--- config.mk ---
export PLATFORM = sky130hd
export DESIGN_NAME = ld_alias_table
export DESIGN_NICKNAME = d
export VERILOG_FILES = /design/src/rtl/ld_alias_pkg.sv /design/src/rtl/ld_alias_entry.sv /design/src/rtl/ld_alias_victim.sv /design/src/rtl/ld_alias_table.sv
export SDC_FILE = /design/constraint.sdc
export NUM_CORES = 1
export LEC_CHECK = 0
export BUFFER_PORTS_ARGS = -buffer_cell sky130_fd_sc_hd__buf_4
export CORE_ASPECT_RATIO = 0.9
export CORE_MARGIN = 10
export CORE_UTILIZATION = 30
export DETAILED_ROUTE_END_ITERATION = 16
export SLEW_MARGIN = 20
export SYNTH_ARGS = -nofsm -noshare
export SYNTH_HDL_FRONTEND = slang
export SYNTH_SLANG_ARGS = --single-unit
--- constraint.sdc ---
create_clock -name clk -period 12 [get_ports clk]
set_input_delay 0.6 -clock clk [delete_from_list [all_inputs] [get_ports clk]]
set_output_delay 0.6 -clock clk [all_outputs]
set_load 0.02 [all_outputs]
--- src/rtl/ld_alias_pkg.sv ---
package ld_alias_pkg;
  // Update chosen for one table record in a cycle, in priority order.
  typedef enum logic [1:0] {
    ACT_HOLD = 2'd0,
    ACT_FILL = 2'd1,
    ACT_DROP = 2'd2,
    ACT_FLAG = 2'd3
  } rec_act_e;
endpackage

--- src/rtl/ld_alias_entry.sv ---
module ld_alias_entry
  import ld_alias_pkg::*;
#(
  parameter int REG_W = 6,
  parameter int BLK_W = 29
) (
  input  logic             clk,
  input  logic             rst_n,
  input  logic             fill_en,
  input  logic [REG_W-1:0] ld_reg,
  input  logic [BLK_W-1:0] ld_blk,
  input  logic             st_valid,
  input  logic [BLK_W-1:0] st_blk,
  input  logic             chk_valid,
  input  logic [REG_W-1:0] chk_reg,
  output logic             live,
  output logic             flagged,
  output logic [REG_W-1:0] owner,
  output logic             ld_hit,
  output logic             chk_hit,
  output logic             st_hit
);
  logic             live_q, live_d;
  logic             flag_q, flag_d;
  logic [REG_W-1:0] reg_q, reg_d;
  logic [BLK_W-1:0] blk_q, blk_d;
  rec_act_e         act;

  assign ld_hit  = live_q && (reg_q == ld_reg);
  assign chk_hit = live_q && (reg_q == chk_reg);
  assign st_hit  = live_q && st_valid && (blk_q == st_blk);

  always_comb begin
    if (fill_en)                  act = ACT_FILL;
    else if (chk_valid && chk_hit) act = ACT_DROP;
    else if (st_hit)              act = ACT_FLAG;
    else                          act = ACT_HOLD;
  end

  always_comb begin
    live_d = live_q;
    flag_d = flag_q;
    reg_d  = reg_q;
    blk_d  = blk_q;
    case (act)
      ACT_FILL: begin
        live_d = 1'b1;
        flag_d = 1'b0;
        reg_d  = ld_reg;
        blk_d  = ld_blk;
      end
      ACT_DROP: live_d = 1'b0;
      ACT_FLAG: flag_d = 1'b1;
      default: ;
    endcase
  end

  always_ff @(posedge clk or negedge rst_n) begin
    if (!rst_n) begin
      live_q <= 1'b0;
      flag_q <= 1'b0;
      reg_q  <= '0;
      blk_q  <= '0;
    end else if (act != ACT_HOLD) begin
      live_q <= live_d;
      flag_q <= flag_d;
      reg_q  <= reg_d;
      blk_q  <= blk_d;
    end
  end

  assign live    = live_q;
  assign flagged = flag_q;
  assign owner   = reg_q;
endmodule

--- src/rtl/ld_alias_victim.sv ---
module ld_alias_victim #(
  parameter int ENTRIES = 8
) (
  input  logic               clk,
  input  logic               rst_n,
  input  logic               ld_valid,
  input  logic [ENTRIES-1:0] ld_hit_vec,
  input  logic [ENTRIES-1:0] live_vec,
  output logic [ENTRIES-1:0] fill_vec
);
  // older_q[i][j] = 1 : record i was written before record j
  logic [ENTRIES-1:0][ENTRIES-1:0] older_q, older_d;
  logic [ENTRIES-1:0] free_vec, oldest_vec;
  logic               free_found, old_found;

  always_comb begin
    free_vec   = '0;
    free_found = 1'b0;
    for (int i = 0; i < ENTRIES; i++) begin
      if (!live_vec[i] && !free_found) begin
        free_vec[i] = 1'b1;
        free_found  = 1'b1;
      end
    end
  end

  always_comb begin
    oldest_vec = '0;
    old_found  = 1'b0;
    for (int i = 0; i < ENTRIES; i++) begin
      logic cand;
      cand = live_vec[i];
      for (int j = 0; j < ENTRIES; j++) begin
        if (j != i && live_vec[j] && !older_q[i][j]) cand = 1'b0;
      end
      if (cand && !old_found) begin
        oldest_vec[i] = 1'b1;
        old_found     = 1'b1;
      end
    end
  end

  always_comb begin
    if (!ld_valid)        fill_vec = '0;
    else if (|ld_hit_vec) fill_vec = ld_hit_vec;
    else if (free_found)  fill_vec = free_vec;
    else                  fill_vec = oldest_vec;
  end

  always_comb begin
    older_d = older_q;
    for (int k = 0; k < ENTRIES; k++) begin
      if (fill_vec[k]) begin
        for (int j = 0; j < ENTRIES; j++) begin
          older_d[k][j] = 1'b0;
          older_d[j][k] = (j != k);
        end
      end
    end
  end

  always_ff @(posedge clk or negedge rst_n) begin
    if (!rst_n)         older_q <= '0;
    else if (|fill_vec) older_q <= older_d;
  end
endmodule

--- src/rtl/ld_alias_table.sv ---
module ld_alias_table #(
  parameter int ENTRIES  = 8,
  parameter int REG_W    = 6,
  parameter int ADDR_W   = 32,
  parameter int GRAN_LSB = 3
) (
  input  logic              clk,
  input  logic              rst_n,
  input  logic              ld_valid,
  input  logic [REG_W-1:0]  ld_reg,
  input  logic [ADDR_W-1:0] ld_addr,
  input  logic              st_valid,
  input  logic [ADDR_W-1:0] st_addr,
  input  logic              chk_valid,
  input  logic [REG_W-1:0]  chk_reg,
  output logic              rsp_valid,
  output logic              rsp_conflict
);
  localparam int BLK_W = ADDR_W - GRAN_LSB;

  logic [1:0] rst_pipe;
  logic       rst_q;

  always_ff @(posedge clk or negedge rst_n) begin
    if (!rst_n) rst_pipe <= 2'b00;
    else        rst_pipe <= {rst_pipe[0], 1'b1};
  end
  assign rst_q = rst_pipe[1];

  logic [BLK_W-1:0] ld_blk, st_blk;
  logic             unused_low;
  assign ld_blk     = ld_addr[ADDR_W-1:GRAN_LSB];
  assign st_blk     = st_addr[ADDR_W-1:GRAN_LSB];
  assign unused_low = ^{ld_addr[GRAN_LSB-1:0], st_addr[GRAN_LSB-1:0]};

  logic [ENTRIES-1:0]            ent_valid, ent_conf, fill_vec;
  logic [ENTRIES-1:0]            ld_hit_vec, chk_hit_vec, st_hit_vec;
  logic [ENTRIES-1:0][REG_W-1:0] ent_reg;

  for (genvar g = 0; g < ENTRIES; g++) begin : g_rec
    ld_alias_entry #(.REG_W(REG_W), .BLK_W(BLK_W)) u_rec (
      .clk      (clk),
      .rst_n    (rst_q),
      .fill_en  (fill_vec[g]),
      .ld_reg   (ld_reg),
      .ld_blk   (ld_blk),
      .st_valid (st_valid),
      .st_blk   (st_blk),
      .chk_valid(chk_valid),
      .chk_reg  (chk_reg),
      .live     (ent_valid[g]),
      .flagged  (ent_conf[g]),
      .owner    (ent_reg[g]),
      .ld_hit   (ld_hit_vec[g]),
      .chk_hit  (chk_hit_vec[g]),
      .st_hit   (st_hit_vec[g])
    );
  end

  ld_alias_victim #(.ENTRIES(ENTRIES)) u_victim (
    .clk       (clk),
    .rst_n     (rst_q),
    .ld_valid  (ld_valid),
    .ld_hit_vec(ld_hit_vec),
    .live_vec  (ent_valid),
    .fill_vec  (fill_vec)
  );

  logic rsp_conf_d;
  assign rsp_conf_d = !(|chk_hit_vec) || (|(chk_hit_vec & (ent_conf | st_hit_vec)));

  always_ff @(posedge clk or negedge rst_q) begin
    if (!rst_q) begin
      rsp_valid    <= 1'b0;
      rsp_conflict <= 1'b0;
    end else begin
      rsp_valid <= chk_valid;
      if (chk_valid) rsp_conflict <= rsp_conf_d;
    end
  end
endmodule

==> impl_results.md, run 1 <==
- Status: finished clean
- Avg Inst Size Synth: between 10 and 15 sq um
- Via count: about 12000
- Synth Register Bits: approximately 360
- Synth Instances: roughly 1600
- Sequential share of the synthesized area: 0.487
- TritonCTS Buffers: 40
- First-pass detailed-route iteration total: 5
- Syn_nets: between 1500 and 2000
- Skew-Pair Late Insertion Delay: 560 ps
- Min Hold Slack: roughly 280 ps
- Final wirelength: approximately 54000 microns
- Initial antenna violation count: 3
- Per-cell routed wire length: about 22 microns
- P_sw: about 1700 uW
- Number of synthesized flops with an enable pin: 0
- Final setup vio count: 0
- Clock network fraction of design power: 0.248
- Critical path launch point type: flip-flop
- Die width: 280 microns
- Most frequent cells in the layout: dfrtp_1, xor2_1, mux2_2
- Fmax: about 230 MHz
- CP max FO: 33
- Async SR Flop Fraction: 1.00
- Sw frac: 0.337
- NumNets Final: between 1500 and 2000
- Setup TNS Final: 0 ps
- Most common cell after layout, fill and taps aside: dfrtp_1
- CTS tree: yes
- Critical path required time: between 10000 and 15000 ps
- Distinct cells, synth: between 50 and 60
- Fin crit period: 4360 ps
- Ranking of synthesized cells by area: dfrtp_1, mux2_2, xor2_1
- Tot Pwr: ~5000 uW
- Vias in the first global route: roughly 13000
- P_int: ~3300 uW
- Pins Over Slew Limit: 0
- DP HPWL: approximately 36000 microns
- Starting Density: 0.304
- Port Buffers: 76
- Row Count: 85
- Fill cells: 5848
- Fraction of layout cells with a size suffix above 1: 0.265
- Pleak: approximately 0.0095 uW
- Total track usage: 0.150
- R2r setup slk: 7640 ps
- Post-synth top area share: 0.487
- Max cap viols: 0
- Unrepaired setup endpoints after global routing: false
- Root Buffer: clkbuf_16
- Crit Path Class: flip-flop to flip-flop
- H-tree depth: 2
- Vias per inst: about 5.0
- Num ports: 83
- Hold crit path type: input pin to flip-flop
- Total gr overflow: 0
- Hold Vio Cnt, Final: 0
- Slowest-stage cell, CP: dfrtp_1
- Cell taking the most area after synthesis: dfrtp_1
- TritonCTS Sinks: 356
- Slew @ Worst Pin: ~1200 ps
- Slew headroom: 0.204
- Drt initial violations: between 800 and 900
- Power Density: 241 mW/mm^2
- Yosys warns: 0
- First-pass GRT wire length: ~81000 microns
- Crit-path max cell delay: roughly 770 ps
- CTS resizes: 0
- CTS clk-pin slew, worst paths: 60 ps
- Final period utilization: 0.363
- Final Skew: 21.3 ps
- CP arrival: approximately 4800 ps
- Crit path capture type: flip-flop
- DRT antenna net count: 0
- Worst vdd ir: 0.126 mV
- Clock Tree Buf Depth: 3
- Vert. Die Dim: 254 microns
- DRC Markers: 0
- Flop pwr share: 0.427
- Main synth FF type: dfrtp_1
- Largest net degree at the start of global routing: between 150 and 200
- Combinational power share: 0.324
- Mapped Area: approximately 0.018 sq mm
- Core area: 0.0601 sq mm
- Crit path cell chain: nand4_1 > or3_4 > or3_1 > or4_4 > o22a_1 > o31a_2 > buf_4 > a21boi_0 > ha_1 > mux2_4
- GP Congestion: approximately 0.83
- Die area: between 0.07 and 0.08 sq mm
- Syn-to-layout area delta: 13.8%
power groups by stage:
| stage | clock (uW) | combinational (uW) | sequential (uW) |
|---|---|---|---|
| CTS | 1270 | 1640 | 2150 |
| global placement | 0 | 1590 | 2130 |
| global route | 1330 | 1780 | 2210 |
| detailed placement | 0 | 1630 | 2170 |
| finish | 1250 | 1630 | 2150 |
| floorplan | 0 | 1270 | 2070 |
cells in the mapped netlist (6+ instances only):
master	count
o22ai_1	15
xnor2_1	128
a21boi_0	11
nor4_1	61
o2111ai_1	6
buf_2	25
clkbuf_1	61
nand4_1	52
buf_6	11
nand2_1	166
xor2_1	197
mux2_4	70
a21oi_1	7
o21ai_0	18
buf_1	6
nand2b_1	20
nor2_1	11
dfrtp_1	356
inv_1	46
o21a_1	12
ha_1	16
a22oi_1	6
mux2_2	183
nor3_1	11
worst paths after layout:
check                                    start                       to  depth (start not counted)
max in group asynchronous          rst_pipe[1]  g_rec[6].u_rec.owner[2]                          2
max                        g_rec[1].u_rec.live   g_rec[4].u_rec.flagged                         10
min in group asynchronous                rst_n              rst_pipe[0]                          2
max reg2reg                g_rec[1].u_rec.live   g_rec[4].u_rec.flagged                         10
min reg2reg                        rst_pipe[0]              rst_pipe[1]                          0
min                                  chk_valid                rsp_valid                          1
worst max-delay path, delay by kind of cell, from the launching register on:
family | cells | cell delay (ps)
adders and majority gates | 1 | 220
buffers and inverters | 1 | 400
AOI/OAI and AO/OA | 3 | 960
and+or+nand+nor | 4 | 1590
muxes | 1 | 260
DFF | 1 | 770
per-layer routing:
layer  routed length (microns)  part of all wire  vias up  global-route usage
met4                       923             0.017        4              0.0307
met1                     24100              0.45     6131               0.202
met3                      3310             0.062       63              0.0280
li1                          -                 -     5351                   -
met5                        25           0.00047        -                   0
met2                     25300              0.47      302               0.246
state kept, by name (all words and copies together), names as in the netlist:
register             flops
rsp_conflict             1
g_rec.u_rec.flagged      8
u_victim.older_q        56
g_rec.u_rec.owner       48
rst_pipe                 2
rsp_valid                1
g_rec.u_rec.blk_q      232
g_rec.u_rec.live         8
stage by stage:
step           cell area [sq um]  setup WS (ps)   util  cells
2_1_floorplan              18300           1340      -   1553
3_3_place_gp               19500           7620  0.324   2320
3_5_place_dp               19500           7530  0.324   2320
4_1_cts                    20800           7650  0.346   2393
5_1_grt                    20800           7490  0.346   2393
6_report                   20800           7640  0.346   2394
layout make-up:
type                            count  area [sq um]  area share
Tap cell                          783           980      0.0471
Timing Repair Buffer               89           683      0.0328
Antenna cell                        1          2.50    0.000120
Inverter                           50           188     0.00902
Multi-Input combinational cell   1043          8710       0.418
Clock inverter                     18           196     0.00944
Sequential cell                   356          8910       0.428
Clock buffer                       54          1140      0.0550
cells by family (layout without fill, tap and decap cells):
family,Yosys count,count (layout),share of synthesized area
XOR/XNOR,325,325,0.156
buffers and inverters,154,211,0.0381
AO/OA/AOI/OAI,105,105,0.0428
adder cells (fa/ha/maj),16,16,0.0110
multiplexers,258,258,0.173
AND/OR/NAND/NOR,338,338,0.0920
flip-flops,356,356,0.487
other,1,2,0.000205
what timing repair did:
| item | CTS | global route |
|---|---|---|
| hold endpoints to repair | 2 | 0 |
| buffers inserted | 0 | 0 |
| hold buffers | 1 | 0 |
Power figures use the tool's default switching activity.
==> run 2: changes to the inputs <==
==> constraint.sdc (replaced) <==
create_clock -name clk -period 3.5 [get_ports clk]
set_input_delay 0.175 -clock clk [delete_from_list [all_inputs] [get_ports clk]]
set_output_delay 0.175 -clock clk [all_outputs]
set_load 0.02 [all_outputs]
==> run 2 against run 1 <==
  * Die area is the same
  * Register-to-register slack worse by 7400 ps
  * Core utilization rose by 1.1 points
  * Sequential power grew to 3.4 times the previous value
  * Via count up 3.1%
  * Sequential share of layout area down 1.3 points
  * Critical path type unchanged
  * Highest routed layer unchanged
==> impl_results.md, run 2 (synthesized netlist as in run 1, its figures left out) <==
- Unrepaired setup endpoints after global routing: false
- DRC Markers: 0 (unchanged)
- Final period utilization: 0.930 (+0.567)
- CTS clk-pin slew, worst paths: 60 ps (about the same)
- Port Buffers: 76 (unchanged)
- Fmax: 307 MHz (+34%)
- Met2 Routed Length: 24600 microns (-2.7%)
- Slowest-stage cell, CP: or4_4
- Fraction of layout cells with a size suffix above 1: 0.268 (+0.00323)
- Die area: 0.0712 sq mm (unchanged)
- Placed insts: 2356 (+1.6%)
- Min-Delay Path Depth: 2 (+1)
- P_sw: 5740 uW (+240%)
- Area of the multi-input gates: 0.00870 sq mm (about the same)
- Pleak: 0.00987 uW (+3.5%)
- Flop pwr share: 0.424 (-0.003)
- FF-to-FF End: g_rec[5].u_rec.blk_q[24]
- P_int: 11400 uW (+240%)
- Crit path capture type: flip-flop
- DRT antenna net count: 0 (unchanged)
- Vert. Die Dim: 254 microns (unchanged)
- Worst vdd ir: 0.418 mV (+230%)
- Skew-Pair Late Insertion Delay: 560 ps (about the same)
- Hold crit path type: input pin to flip-flop
- Total track usage: 0.150 (about the same)
- Critical path launch point type: flip-flop
- DP HPWL: 37000 microns (+2.1%)
- Per-cell routed wire length: 21.8 microns (-2.5%)
- Final core utilization: 0.357 (+0.0107)
- Fin crit period: 3260 ps (-1100 ps)
- TritonCTS Sinks: 356 (unchanged)
- Placed Area: 0.0198 sq mm (+1.9%)
- CTS tree: yes
- Most frequent cells in the layout: dfrtp_1, xor2_1, mux2_2
- Post-Layout Inst Area: 0.0215 sq mm (+3.1%)
- Vias in the first global route: 12700 (+1.2%)
- Family with the most delay on the worst path: simple AND/OR/NAND/NOR gates
- Metal1 wirelength: 24800 microns (+2.9%)
- Worst slack at placement: 290 ps (-7240 ps)
- Initial antenna violation count: 4 (+1)
- Pins Over Slew Limit: 0 (unchanged)
- Crit-path max cell delay: 530 ps (-240 ps)
- GP Congestion: 0.881 (+5.6%)
- Num ports: 83 (unchanged)
- Combinational power share: 0.341 (+0.017)
- Hold Path Sink: u_victim.older_q[60]
- CP arrival: 3660 ps (-1120 ps)
- DR top layer: met5
- Root Buffer: clkbuf_16
- Crit Path Class: flip-flop to flip-flop
- Crit path cell chain: nand4_1 > or3_4 > or3_1 > or4_4 > o32a_1 > o31a_2 > buf_4 > mux2_4
- Most common cell after layout, fill and taps aside: dfrtp_1
- First-pass detailed-route iteration total: 9 (+4)
- Metal3 WL: 3210 microns (-3.1%)
- Largest Register: g_rec.u_rec.blk_q
- Die width: 280 microns (unchanged)
- H-tree depth: 2 (unchanged)
- Clock network fraction of design power: 0.235 (-0.013)
- Hold Vio Cnt, Final: 0 (unchanged)
- R2r setup slk: 240 ps (-7400 ps)
- First-pass GRT wire length: 81100 microns (-0.29%)
- Hold Crit Start: ld_valid
- Clock Tree Buf Depth: 3 (unchanged)
- Fill cells: 5820 (-0.48%)
- Drt initial violations: 956 (+17%)
- Status: finished clean
- Row Count: 85 (unchanged)
- Final Non-Filler Cells: 2465 (+3.0%)
- Total gr overflow: 0 (unchanged)
- Final worst slack: 244 ps (-7400 ps)
- Final wirelength: 53900 microns (+0.40%)
- R2r worst-path depth: 8 (-2)
- Slew @ Worst Pin: 864 ps (-319 ps)
- Vias per inst: 4.95 (about the same)
- Max cap viols: 0 (unchanged)
- Core area: 0.0601 sq mm (unchanged)
- Final Skew: 47.2 ps (+25.9 ps)
- Critical path required time: 3900 ps (-8520 ps)
- CP Buf/Inv Count: 1 (unchanged)
- Power Density: 800 mW/mm^2 (+230%)
- TritonCTS Buffers: 39 (-2.5%)
- CP max FO: 25 (-24%)
- Largest register FFs: 232 (unchanged)
- Final setup vio count: 0 (unchanged)
- Reg2reg start: g_rec[2].u_rec.live
- Register area: 0.00891 sq mm (unchanged)
- Sw frac: 0.335 (-0.00261)
- Syn-to-layout area delta: 17.4%
- Largest net degree at the start of global routing: 112 (-36%)
- Via count: 12200 (+3.1%)
- Starting Density: 0.304 (unchanged)
- Setup TNS Final: 0 ps (unchanged)
- Slew headroom: 0.419 (+0.215)
- NumNets Final: 1749 (+4.3%)
[run 2: layer usage]
| layer | up-vias | track usage |
|---|---|---|
| li1 | 5494 | - |
| met1 | 6304 | 0.207 |
| met2 | 337 | 0.240 |
| met3 | 76 | 0.0270 |
| met4 | 2 | 0.0357 |
| met5 | - | 0 |
[run 2: timing repair]
action                                  in CTS  in global routing
hold endpoints to repair                   202                  0
hold buffers                                38                  0
resized for setup                            0                  0
setup buffers                                0                  0
endpoints found under the setup margin       0                  0
[run 2: worst max path at each step]
stage / depth (start not counted) / to / slack (ps) / from
2_1_floorplan: 0 / g_rec[0].u_rec.blk_q[0] / -10 / rst_pipe[1]
3_3_place_gp: 8 / g_rec[5].u_rec.blk_q[14] / 300 / g_rec[2].u_rec.live
3_5_place_dp: 8 / g_rec[5].u_rec.blk_q[2] / 290 / g_rec[2].u_rec.live
4_1_cts: 8 / g_rec[5].u_rec.blk_q[24] / 260 / g_rec[2].u_rec.live
5_1_grt: 8 / g_rec[5].u_rec.blk_q[24] / 150 / g_rec[2].u_rec.live
6_report: 8 / g_rec[5].u_rec.blk_q[24] / 240 / g_rec[2].u_rec.live
[run 2: stage by stage]
stage | total power (uW) | hold slack (ps)
5_1_grt | 18200 | 56.8
3_3_place_gp | 12900 | -40.6
3_5_place_dp | 13200 | -40.1
4_1_cts | 17300 | 40.3
6_report | 17200 | 61.7
2_1_floorplan | 11400 | -121
[run 2: layout make-up]
type	instances	area share
sequential	356	0.415
multi-input combinational	1043	0.405
timing repair buffer	162	0.0664
clock buffer	63	0.0549
tap	783	0.0457
inverter	50	0.00875
clock inverter	6	0.00327
antenna	2	0.000233
[run 2: power groups by stage]
stage	Clock (uW)	Combinational, uW	Sequential, uW
floorplan	0	4360	7090
global placement	0	5690	7230
detailed placement	0	5820	7330
CTS	4110	5890	7270
global route	4280	6390	7500
finish	4030	5850	7280
